<file path="src/rtl/prio_irq_pkg.sv">
package prio_irq_pkg;
  typedef logic [1:0] lvl_t;
  localparam lvl_t LVL_TOP = 2'b11;
endpackage

</file>
<file path="src/rtl/prio_irq_pend.sv">
module prio_irq_pend #(
  parameter int unsigned N_SRC = 6
) (
  input  logic             clk_i,
  input  logic             rst_ni,
  input  logic [N_SRC-1:0] flag_i,
  input  logic [N_SRC-1:0] clr_i,
  input  logic [N_SRC-1:0] take_i,
  output logic [N_SRC-1:0] pend_o
);
  for (genvar g = 0; g < N_SRC; g++) begin : g_latch
    always_ff @(posedge clk_i or negedge rst_ni) begin
      if (!rst_ni)                    pend_o[g] <= 1'b0;
      else if (clr_i[g] || take_i[g]) pend_o[g] <= 1'b0;  // clear beats a new event
      else if (flag_i[g])             pend_o[g] <= 1'b1;
    end
  end
endmodule

</file>
<file path="src/rtl/prio_irq_arb.sv">
module prio_irq_arb
  import prio_irq_pkg::*;
#(
  parameter int unsigned N_SRC = 6,
  localparam int unsigned IDX_W = $clog2(N_SRC)
) (
  input  logic [N_SRC-1:0] cand_i,
  input  lvl_t             lvl_i [N_SRC],
  output logic             any_o,
  output logic [IDX_W-1:0] idx_o,
  output lvl_t             lvl_o
);
  always_comb begin
    any_o = 1'b0;
    idx_o = '0;
    lvl_o = '0;
    // walk from lowest rank upward; >= lets a lower index take a tie
    for (int i = N_SRC - 1; i >= 0; i--) begin
      if (cand_i[i] && (!any_o || lvl_i[i] >= lvl_o)) begin
        any_o = 1'b1;
        idx_o = IDX_W'(i);
        lvl_o = lvl_i[i];
      end
    end
  end
endmodule

</file>
<file path="src/rtl/prio_irq_stack.sv">
module prio_irq_stack
  import prio_irq_pkg::*;
#(
  parameter int unsigned STK_DEPTH = 4
) (
  input  logic clk_i,
  input  logic rst_ni,
  input  logic push_i,
  input  logic pop_i,
  input  lvl_t din_i,
  output lvl_t top_o,
  output logic empty_o,
  output logic full_o
);
  localparam int unsigned CNT_W = $clog2(STK_DEPTH + 1);
  localparam int unsigned ADR_W = (STK_DEPTH > 1) ? $clog2(STK_DEPTH) : 1;

  lvl_t             mem_q [STK_DEPTH];
  logic [CNT_W-1:0] cnt_q;
  logic [CNT_W-1:0] top_idx;

  assign top_idx = cnt_q - CNT_W'(1);
  assign top_o   = mem_q[top_idx[ADR_W-1:0]];
  assign empty_o = (cnt_q == '0);
  assign full_o  = (cnt_q == CNT_W'(STK_DEPTH));

  always_ff @(posedge clk_i or negedge rst_ni) begin
    if (!rst_ni) begin
      cnt_q <= '0;
      for (int i = 0; i < STK_DEPTH; i++) mem_q[i] <= LVL_TOP;
    end else if (pop_i && !empty_o) begin
      cnt_q <= top_idx;
    end else if (push_i && !full_o) begin
      mem_q[cnt_q[ADR_W-1:0]] <= din_i;
      cnt_q <= cnt_q + CNT_W'(1);
    end
  end
endmodule

</file>
<file path="src/rtl/prio_irq_ctrl.sv">
module prio_irq_ctrl
  import prio_irq_pkg::*;
#(
  parameter int unsigned N_SRC     = 6,
  parameter int unsigned STK_DEPTH = 4
) (
  input  logic                     clk_i,
  input  logic                     rst_ni,
  input  logic [N_SRC-1:0]         flag_i,
  input  logic [N_SRC-1:0]         clr_i,
  input  logic [N_SRC-1:0]         en_i,
  input  logic [2*N_SRC-1:0]       lvl_i,
  input  logic [N_SRC-1:0]         halt_cap_i,
  input  logic                     nest_i,
  input  logic                     halt_i,
  input  logic                     wait_i,
  input  logic                     lvl_wr_i,
  input  logic [1:0]               lvl_wdata_i,
  input  logic                     rti_i,
  output logic                     wake_o,
  output logic                     ack_o,
  output logic [$clog2(N_SRC)-1:0] vec_o,
  output logic [1:0]               cpu_lvl_o
);
  localparam int unsigned IDX_W = $clog2(N_SRC);

  logic [N_SRC-1:0] pend, req, cap_req, cand, take;
  lvl_t             src_lvl [N_SRC];
  logic             win_any;
  logic [IDX_W-1:0] win_idx;
  lvl_t             win_lvl;
  lvl_t             cpu_lvl_q, stk_top;
  logic             stk_empty, stk_full;
  logic             hwake_q, grant, pop, sleeping, mode_ok;
  logic             ack_q;
  logic [IDX_W-1:0] vec_q;

  for (genvar g = 0; g < N_SRC; g++) begin : g_lvl
    assign src_lvl[g] = lvl_i[2*g +: 2];
  end

  prio_irq_pend #(.N_SRC(N_SRC)) u_pend (
    .clk_i(clk_i), .rst_ni(rst_ni), .flag_i(flag_i), .clr_i(clr_i),
    .take_i(take), .pend_o(pend)
  );

  assign req     = pend & en_i;
  assign cap_req = req & halt_cap_i;
  assign wake_o  = (halt_i && |cap_req) || (wait_i && |req);

  // after a halt only halt-capable sources compete, until one is granted
  always_ff @(posedge clk_i or negedge rst_ni) begin
    if (!rst_ni)                   hwake_q <= 1'b0;
    else if (halt_i)               hwake_q <= 1'b1;
    else if (grant || !(|cap_req)) hwake_q <= 1'b0;
  end

  assign cand = hwake_q ? cap_req : req;

  prio_irq_arb #(.N_SRC(N_SRC)) u_arb (
    .cand_i(cand), .lvl_i(src_lvl), .any_o(win_any), .idx_o(win_idx), .lvl_o(win_lvl)
  );

  assign sleeping = halt_i || wait_i;
  assign mode_ok  = nest_i || stk_empty;
  assign pop      = rti_i && !stk_empty;
  assign grant    = win_any && (win_lvl > cpu_lvl_q) && mode_ok && !stk_full &&
                    !sleeping && !rti_i && !lvl_wr_i;
  assign take     = grant ? (N_SRC'(1) << win_idx) : '0;

  prio_irq_stack #(.STK_DEPTH(STK_DEPTH)) u_stk (
    .clk_i(clk_i), .rst_ni(rst_ni), .push_i(grant), .pop_i(pop),
    .din_i(cpu_lvl_q), .top_o(stk_top), .empty_o(stk_empty), .full_o(stk_full)
  );

  always_ff @(posedge clk_i or negedge rst_ni) begin
    if (!rst_ni) begin
      cpu_lvl_q <= LVL_TOP;
      ack_q     <= 1'b0;
      vec_q     <= '0;
    end else begin
      ack_q <= grant;
      if (grant) vec_q <= win_idx;
      if (pop)           cpu_lvl_q <= stk_top;
      else if (lvl_wr_i) cpu_lvl_q <= lvl_wdata_i;
      else if (grant)    cpu_lvl_q <= win_lvl;
    end
  end

  assign ack_o     = ack_q;
  assign vec_o     = vec_q;
  assign cpu_lvl_o = cpu_lvl_q;
endmodule

</file>
<file path="config.mk">
export PLATFORM = sky130hd
export DESIGN_NAME = prio_irq_ctrl
export DESIGN_NICKNAME = d
export VERILOG_FILES = /design/src/rtl/prio_irq_pkg.sv /design/src/rtl/prio_irq_pend.sv /design/src/rtl/prio_irq_arb.sv /design/src/rtl/prio_irq_stack.sv /design/src/rtl/prio_irq_ctrl.sv
export SDC_FILE = /design/constraint.sdc
export NUM_CORES = 1
export LEC_CHECK = 0
export ABC_AREA = 1
export BUFFER_PORTS_ARGS = -buffer_cell sky130_fd_sc_hd__buf_2
export CAP_MARGIN = 40
export CORE_ASPECT_RATIO = 0.7
export CORE_UTILIZATION = 52
export DETAILED_ROUTE_END_ITERATION = 8
export PLACE_DENSITY = 0.85
export SLEW_MARGIN = 40
export SYNTH_ARGS = -nofsm -noshare
export SYNTH_HDL_FRONTEND = slang
export SYNTH_HIERARCHICAL = 1
export SYNTH_SLANG_ARGS = --single-unit
</file>
<file path="constraint.sdc">
create_clock -name clk_i -period 10.2 [get_ports clk_i]
set_input_delay 1.53 -clock clk_i [delete_from_list [all_inputs] [get_ports clk_i]]
set_output_delay 1.53 -clock clk_i [all_outputs]
set_load 0.05 [all_outputs]
</file>
==> metrics.cfg, run 1 <==
[drt]
drt_wl_total_microns = 4930
dr_total_vias = 2060
first_pass_iters = 4
drc = 0
drtIter0Drc = 103
ant_nets = 0
routed_via_density = 4.98
avgRoutedWirePerCell_microns = 11.9

[global_routing]
antenna_found_initial = 0
grt_max_degree = 25
gr-usage-all-layers = 0.253
overflow = 0
grt_pass1_wl_microns = 8340
grt_pass1_vias = 1927

[sta]
fin_skew_ns = 0.00246
slew_headroom = 0.606
setup_tns_ns = 0
slew_violations = 0
worst_pin_slew_ns = 0.585
rsz0062_at_grt = no
final-hold-violation-count = 0
fmax_mhz = 126
fin_ws_ns = 2.28
fin_crit_ns = 7.92
finalCritPeriodShare = 0.777
setup_viol = 0

[synthesis]
synthFlopType = dfrtp_1
netlist_area_sq_um = 2100
synthCells = 312
syn_nets = 375
syn_avg_cell_area_sq_um = 6.74
synth.area.top_cells = dfrtp_1 (17%), nand2_1 (16%), dfstp_2 (13%)
yosys.area.top_type = dfrtp_1
yosysSeqAreaShare = 0.292
synth_cell_types = 29
synth_warnings = 6
synth_top_area_share = 0.167
synth_edf_count = 0
synth-async-reset-ratio = 1.00
ys_ff_latch = 24

[final_layout]
final_util = 0.665
n_antenna_cell = 0
syn_to_final_growth_pct = 16.9
drive_gt1_frac = 0.250
multi_input_area_sq_um = 1240
instances_no_fill = 414
final_common_cell = nand2_1
regArea_sq_um = 613
mostFrequentLayoutCells = nand2_1 (90), buf_2 (51), inv_1 (46)
fin_nets = 428
fillers = 334

[worst_setup_path]
slowest_delay_ns = 0.45
setup.worst_path.start_class = input port
reg2reg_from = hwake_q
ff2ff_setup_slack_ns = 3.20
cp.arrival_ns = 8.12
cp_top_family = simple AND/OR/NAND/NOR gates
cpMostUsedCell = nand2_1
r2r-end = u_stk/mem_q[4]
worstPathMaxFanout = 14
cp_num_buf_inv = 9
worstSetupEndpointType = flop
crit_slowest_cell = o21ai_0
path_class = input port to flop
cp.required_ns = 10.40
rr_worst_depth = 50

[hold_path]
hold_class = flop to flop
min_path_cells = 2
min_to = u_stk/mem_q[3]
hp-start = u_stk/mem_q[3]

[die]
coreArea_sq_um = 3690
initial_core_util = 0.569
ios = 52
dieWidth_microns = 78.0
die_area_sq_um = 4300
die_y_microns = 55.2
fp-row-count = 18

[cts]
root_buffer = clkbuf_8
ctsResizeCount = 0
h-tree-depth = 1
cts_tree = yes
clock_sinks = 24
hold_buffers = 0
clkTransAtPathRegs_ns = 0.09
cts_buffers = 3
clk_latency_ns = 0.26
cts_buffer_depth = 2
cts_setup_buffers = 0

[job]
cap_violations = 0

[placement]
placed_cells = 410
pre_cts_ws_ns = 2.05
dp_hpwl_microns = 4000
io_buffers = 51
routabilityCongestion = 0.901

[status]
outcome = complete, no violations

[power]
leakagePower_nw = 1.36
p_per_area_nw_per_um2 = 187
ir_worst_vdd_mv = 0.155
p_total_mw = 0.460

[worst register-to-register path, delay by kind of cell (launching register included)]
family,cells,cell delay (ns)
AND/OR/NAND/NOR,31,3.12
adder cells (fa/ha/maj),6,1.58
AO/OA/AOI/OAI,5,1.15
buffers and inverters,8,0.67
flip-flops,1,0.45
[routing by layer]
metal / share of wire / up-vias / global-route usage / wire length (microns)
met3: 0.067 / 4 / 0.0426 / 330
met1: 0.50 / 909 / 0.347 / 2440
met5: 0 / - / 0 / 0
li1: - / 1092 / - / -
met4: 0.0069 / 0 / 0.0463 / 34
met2: 0.43 / 55 / 0.432 / 2120
[sequential cells by signal (all words and copies together) (netlist names)]
| name | flops |
|---|---|
| cpu_lvl_o | 2 |
| ack_o | 1 |
| hwake_q | 1 |
| vec_o | 3 |
| u_stk/cnt_q | 3 |
| u_pend/pend_o | 6 |
| u_stk/mem_q | 8 |
[where the power goes]
part	switching (mW)	total (mW)	internal (mW)
clock	0.0304	0.0829	0.0524
sequential	0.0264	0.151	0.125
combinational	0.151	0.226	0.0749
total	0.208	0.460	0.252
[cell families (layout without fill, tap and decap cells)]
logic type,Yosys count,after routing,share of synthesized area
compound gates,27,27,0.0684
xor+xnor,1,1,0.00417
simple gates,182,182,0.410
flops,24,24,0.292
buf+inv,60,112,0.118
fa+ha+maj,18,18,0.107
[Yosys cell counts, types with 2 or more instances]
cell type / number
nor3_2: 2
nand2_1: 90
ha_1: 18
o21ai_1: 4
nand3_1: 28
dfstp_2: 10
nor3_1: 5
inv_2: 9
nor2_2: 2
nor2_1: 24
or2_1: 7
buf_6: 3
nand2_2: 3
nand3_2: 3
dfrtp_1: 14
a21oi_1: 3
inv_1: 46
and2_1: 4
nand4_1: 9
o21ai_0: 17
nor2_4: 2
o211ai_1: 2
[worst max-delay path by stage]
stage	from	end	cells after the start
after floorplan	en_i[5]	u_stk/mem_q[6]	53
after global placement	en_i[5]	u_stk/mem_q[1]	52
after detailed placement	en_i[5]	u_stk/mem_q[2]	52
after CTS	en_i[5]	u_stk/mem_q[2]	52
after global routing	en_i[5]	u_stk/mem_q[0]	52
final	en_i[5]	u_stk/mem_q[4]	52
[through the flow]
stage,hold slack [ns],instance area [sq um]
after floorplan,0.441,2100
after global placement,0.454,2390
after detailed placement,0.453,2390
after CTS,0.467,2460
after global routing,0.481,2460
final,0.466,2460
[final cells by class]
class                   instances  area share
clock buffers                   3      0.0168
clock inverters                 1      0.0122
inverters                      57      0.0876
multi-input cells             228       0.505
flip-flops and latches         24       0.249
well taps                      50      0.0255
repair buffers                 51       0.104
No activity file was read; power rests on OpenSTA's default activity.
==> inputs of run 2 (changes only) <==
- CORE_UTILIZATION: 52 -> 49
- PLACE_DENSITY: 0.85 -> 0.84
- clock period: 10.2 -> 7.06 ns (I/O delays scaled with it)
==> metrics.cfg, run 2 (same netlist as run 1, synthesis figures left out) <==
[cts]
h-tree-depth = 1
clkTransAtPathRegs_ns = 0.08
clk_latency_ns = 0.27
root_buffer = clkbuf_8
cts_buffers = 3
clock_sinks = 24
cts_buffer_depth = 2
cts_tree = yes

[final_layout]
top_register = u_stk/mem_q
largestRegisters = u_stk/mem_q (8), u_pend/pend_o (6)
final_util = 0.647
drive_gt1_frac = 0.324
n_antenna_cell = 0
fin_nets = 437
final_common_cell = nand2_1
largest_reg_flops = 8
syn_to_final_growth_pct = 23.6
mostFrequentLayoutCells = nand2_1 (83), buf_2 (51), inv_1 (43)
fillers = 347

[global_routing]
gr-usage-all-layers = 0.242
grt_pass1_wl_microns = 8390
antenna_found_initial = 0
grt_max_degree = 25
overflow = 0
grt_pass1_vias = 1930

[die]
ios = 52
die_y_microns = 56.8
fp-row-count = 19
die_area_sq_um = 4560
initial_core_util = 0.523
coreArea_sq_um = 4020
dieWidth_microns = 80.3

[drt]
dr_total_vias = 2231
avgRoutedWirePerCell_microns = 12.8
ant_nets = 0
drtIter0Drc = 160
first_pass_iters = 5
routed_via_density = 5.25
drc = 0
drt_wl_total_microns = 5430

[worst_setup_path]
ff2ff_setup_slack_ns = 0.80
worstPathMaxFanout = 6
setup.worst_path.start_class = input port
path_class = input port to flop
cp_num_buf_inv = 9
cp.required_ns = 7.28
cp.arrival_ns = 6.93
cpMostUsedCell = nand2_1
slowest_delay_ns = 0.28
crit_slowest_cell = ha_1
cp_top_family = simple AND/OR/NAND/NOR gates
critPathLaunch = en_i[5]
reg2reg_from = u_pend/pend_o[5]
worstSetupEndpointType = flop

[power]
p_comb_frac = 0.540
ir_worst_vdd_mv = 0.154
p_per_area_nw_per_um2 = 254
seq_power_share = 0.330
switching_share = 0.484
p_sw_mw = 0.319
internal_power_mw = 0.340
clockPowerShare = 0.130
leakagePower_nw = 1.42

[sta]
slew_violations = 0
fin_ws_ns = 0.352
fmax_mhz = 149
slew_headroom = 0.601
worst_pin_slew_ns = 0.596
fin_skew_ns = 0.00333
fin_crit_ns = 6.71
setup_viol = 0
finalCritPeriodShare = 0.950
final-hold-violation-count = 0

[placement]
pre_cts_ws_ns = -0.351
io_buffers = 51
dp_hpwl_microns = 4120
routabilityCongestion = 0.906

[status]
outcome = complete, no violations

[hold_path]
hold_class = flop to flop
hp-start = u_stk/mem_q[0]

[job]
cap_violations = 0

## run 2: changes by cell type in the layout (fill, tap and decap cells not counted), sizes merged
cell,previous run,this run
buf,51,59
nor2,28,29
clkinv,2,3
bufinv,1,0
## run 2: stage by stage
step	std cells	total power [mW]	setup TNS, ns	hold slack (ns)	instance area, sq um
6_report	425	0.659	0	0.469	2600
5_1_grt	425	0.708	-0.294	0.486	2600
4_1_cts	421	0.629	0	0.467	2470
3_5_place_dp	417	0.542	-4.97	0.456	2430
3_3_place_gp	417	0.530	0	0.450	2430
2_1_floorplan	312	0.461	0	0.441	2100
## run 2: final timing paths
check | end | depth (start not counted)
max | u_stk/mem_q[3] | 51
min | u_stk/mem_q[0] | 2
max reg2reg | u_stk/mem_q[3] | 50
min reg2reg | u_stk/mem_q[0] | 2
max in group asynchronous | u_stk/mem_q[4] | 1
min in group asynchronous | ack_o | 1
## run 2: cell type report
cell class | instances | area [sq um] | area share
multi-input cells | 229 | 1340 | 0.515
flip-flops and latches | 24 | 613 | 0.236
repair buffers | 59 | 319 | 0.123
inverters | 57 | 218 | 0.0838
well taps | 52 | 65.1 | 0.0250
clock buffers | 3 | 41.3 | 0.0159
clock inverters | 1 | 3.75 | 0.00144
## run 2: worst register-to-register path: cells and delay by family, from the launching register on
kind | cells | cell delay [ns]
and+or+nand+nor | 31 | 3.33
AOI/OAI and AO/OA | 5 | 0.51
buffers and inverters | 8 | 0.58
DFF | 1 | 0.39
adders and majority gates | 6 | 1.42
## run 2: routing by layer
layer	track usage	up-vias	routed length [microns]
li1	-	1112	-
met1	0.355	1010	2590
met2	0.371	102	2420
met3	0.0390	7	374
met4	0.0587	0	47
met5	0	-	0
## run 2: power groups by stage
stage                     clock [mW]  combinational (mW)  sequential [mW]
after CTS                     0.0866               0.327            0.216
after detailed placement           0               0.324            0.217
after global routing          0.0935               0.394            0.221
final                         0.0859               0.356            0.217
after global placement             0               0.314            0.217
after floorplan                    0               0.213            0.248
## run 2: repair_timing
| action | in CTS | in global routing |
|---|---|---|
| resized for setup | 1 | 30 |
| buffers inserted | 0 | 3 |
| pin swaps | 0 | 10 |
| hold buffers | 0 | 0 |
| setup endpoints to repair | 9 | 23 |
| cloned | 0 | 1 |
==> inputs of run 3 (changes only) <==
--- a/config.mk
+++ b/config.mk
@@ -12,4 +12,5 @@
 export CORE_UTILIZATION = 49
 export DETAILED_ROUTE_END_ITERATION = 8
+export GPL_ROUTABILITY_DRIVEN = 0
 export PLACE_DENSITY = 0.84
 export SLEW_MARGIN = 40
==> constraint.sdc (replaced) <==
create_clock -name clk_i -period 7.06 [get_ports clk_i]
set_input_delay 1.059 -clock clk_i [delete_from_list [all_inputs] [get_ports clk_i]]
set_output_delay 1.059 -clock clk_i [all_outputs]
set_load 0.1 [all_outputs]
==> metrics.cfg, run 3 (same netlist as run 1, synthesis figures left out) <==
[status]
outcome = complete, no violations

[cts]
cts_buffer_depth = 2
clk_latency_ns = 0.27
cts_buffers = 3
hold_buffers = 0
cts_tree = yes
clock_sinks = 24
root_buffer = clkbuf_8
clkTransAtPathRegs_ns = 0.08
h-tree-depth = 1

[final_layout]
syn_to_final_growth_pct = 24.2
largest_reg_flops = 8
top_register = u_stk/mem_q
regArea_sq_um = 613
fin_nets = 440
mostFrequentLayoutCells = nand2_1 (85), buf_2 (51), inv_1 (44)
largestRegisters = u_stk/mem_q (8), u_pend/pend_o (6)
fillers = 337
drive_gt1_frac = 0.311
final_common_cell = nand2_1
final_util = 0.650
instances_no_fill = 428
n_antenna_cell = 0
multi_input_area_sq_um = 1310

[worst_setup_path]
worstSetupEndpointType = flop
cp.arrival_ns = 6.90
ff2ff_setup_slack_ns = 0.80
cp_num_buf_inv = 11
path_class = input port to flop
cp.required_ns = 7.27
reg2reg_from = u_pend/pend_o[5]
cpMostUsedCell = nand2_1
slowest_delay_ns = 0.29
setup.worst_path.start_class = input port
critPathLaunch = en_i[5]
crit_slowest_cell = ha_1
cp_top_family = simple AND/OR/NAND/NOR gates
worstPathMaxFanout = 5

[die]
ios = 52
coreArea_sq_um = 4020
die_y_microns = 56.8
initial_core_util = 0.523
dieWidth_microns = 80.3
fp-row-count = 19
die_area_sq_um = 4560

[drt]
dr_total_vias = 2195
top_layer = met4
wl_met1_microns = 2460
met3_length_microns = 387
ant_nets = 0
first_pass_iters = 5
wl_met2_microns = 2350
drtIter0Drc = 159
avgRoutedWirePerCell_microns = 12.3
drc = 0
routed_via_density = 5.13
drt_wl_total_microns = 5250

[placement]
dp_hpwl_microns = 4010
placed_cells = 417
io_buffers = 51
pre_cts_ws_ns = -0.328

[global_routing]
grt_pass1_wl_microns = 8510
gr-usage-all-layers = 0.242
overflow = 0
antenna_found_initial = 0
grt_pass1_vias = 1987
grt_max_degree = 25

[sta]
fin_crit_ns = 6.69
finalCritPeriodShare = 0.947
worst_pin_slew_ns = 0.545
final-hold-violation-count = 0
slew_headroom = 0.636
fin_skew_ns = 0.00731
fin_ws_ns = 0.374
setup_viol = 0
slew_violations = 0
fmax_mhz = 150

[power]
ir_worst_vdd_mv = 0.248
p_per_area_nw_per_um2 = 283
p_total_mw = 0.738
leakagePower_nw = 1.43

[hold_path]
hp-start = u_stk/mem_q[0]
hold_class = flop to flop

[job]
cap_violations = 0

run 3: cell types whose count changed in the layout (fill, tap and decap cells not counted), moves of 2 or more:
cell and change:
nand3_1 +3, buf_4 +4, nand3_2 -3, nand2_1 +2, nand2_2 -2
run 3: final timing paths:
| check | to | cells past startpoint |
|---|---|---|
| min in group asynchronous | u_stk/cnt_q[1] | 1 |
| setup / recovery | u_stk/mem_q[4] | 52 |
| hold / removal | u_stk/mem_q[0] | 2 |
| setup reg to reg | u_stk/mem_q[4] | 51 |
| max in group asynchronous | u_stk/mem_q[7] | 1 |
| hold reg to reg | u_stk/mem_q[0] | 2 |
run 3: timing repair:
action | 4_1_cts | 5_1_grt
gates resized for setup | 1 | 20
pin swaps | 0 | 9
setup endpoints to repair | 4 | 24
buffers inserted | 0 | 6
gates cloned | 0 | 1
run 3: tightest hold or removal path: cells and delay by family (launching register included):
kind | cells | cell delay [ns]
AND/OR/NAND/NOR | 2 | 0.09
flip-flops | 1 | 0.37
run 3: report_power, final:
part,leakage [nW],internal (mW),switching [mW],total (mW)
Clock,0.0357,0.0759,0.0462,0.122
Combinational,1.12,0.119,0.279,0.398
Sequential,0.281,0.180,0.0380,0.218
Total,1.43,0.375,0.363,0.738
run 3: metal layers:
| metal | vias up | GRT usage |
|---|---|---|
| met3 | 6 | 0.0472 |
| met1 | 986 | 0.349 |
| met4 | 0 | 0.0740 |
| li1 | 1122 | - |
| met2 | 81 | 0.364 |
| met5 | - | 0 |
run 3: through the flow:
step / instance area (sq um) / setup TNS, ns / hold WS (ns)
5_1_grt: 2610 / -0.463 / 0.470
2_1_floorplan: 2100 / 0 / 0.441
4_1_cts: 2500 / 0 / 0.465
6_report: 2610 / 0 / 0.462
3_3_place_gp: 2430 / 0 / 0.452
3_5_place_dp: 2430 / -3.70 / 0.452
run 3: layout make-up:
type                    instances  share of cell area
multi-input cells             229               0.501
clock inverters                 1              0.0115
well taps                      52              0.0249
inverters                      57              0.0825
flip-flops and latches         24               0.235
repair buffers                 62               0.129
clock buffers                   3              0.0158
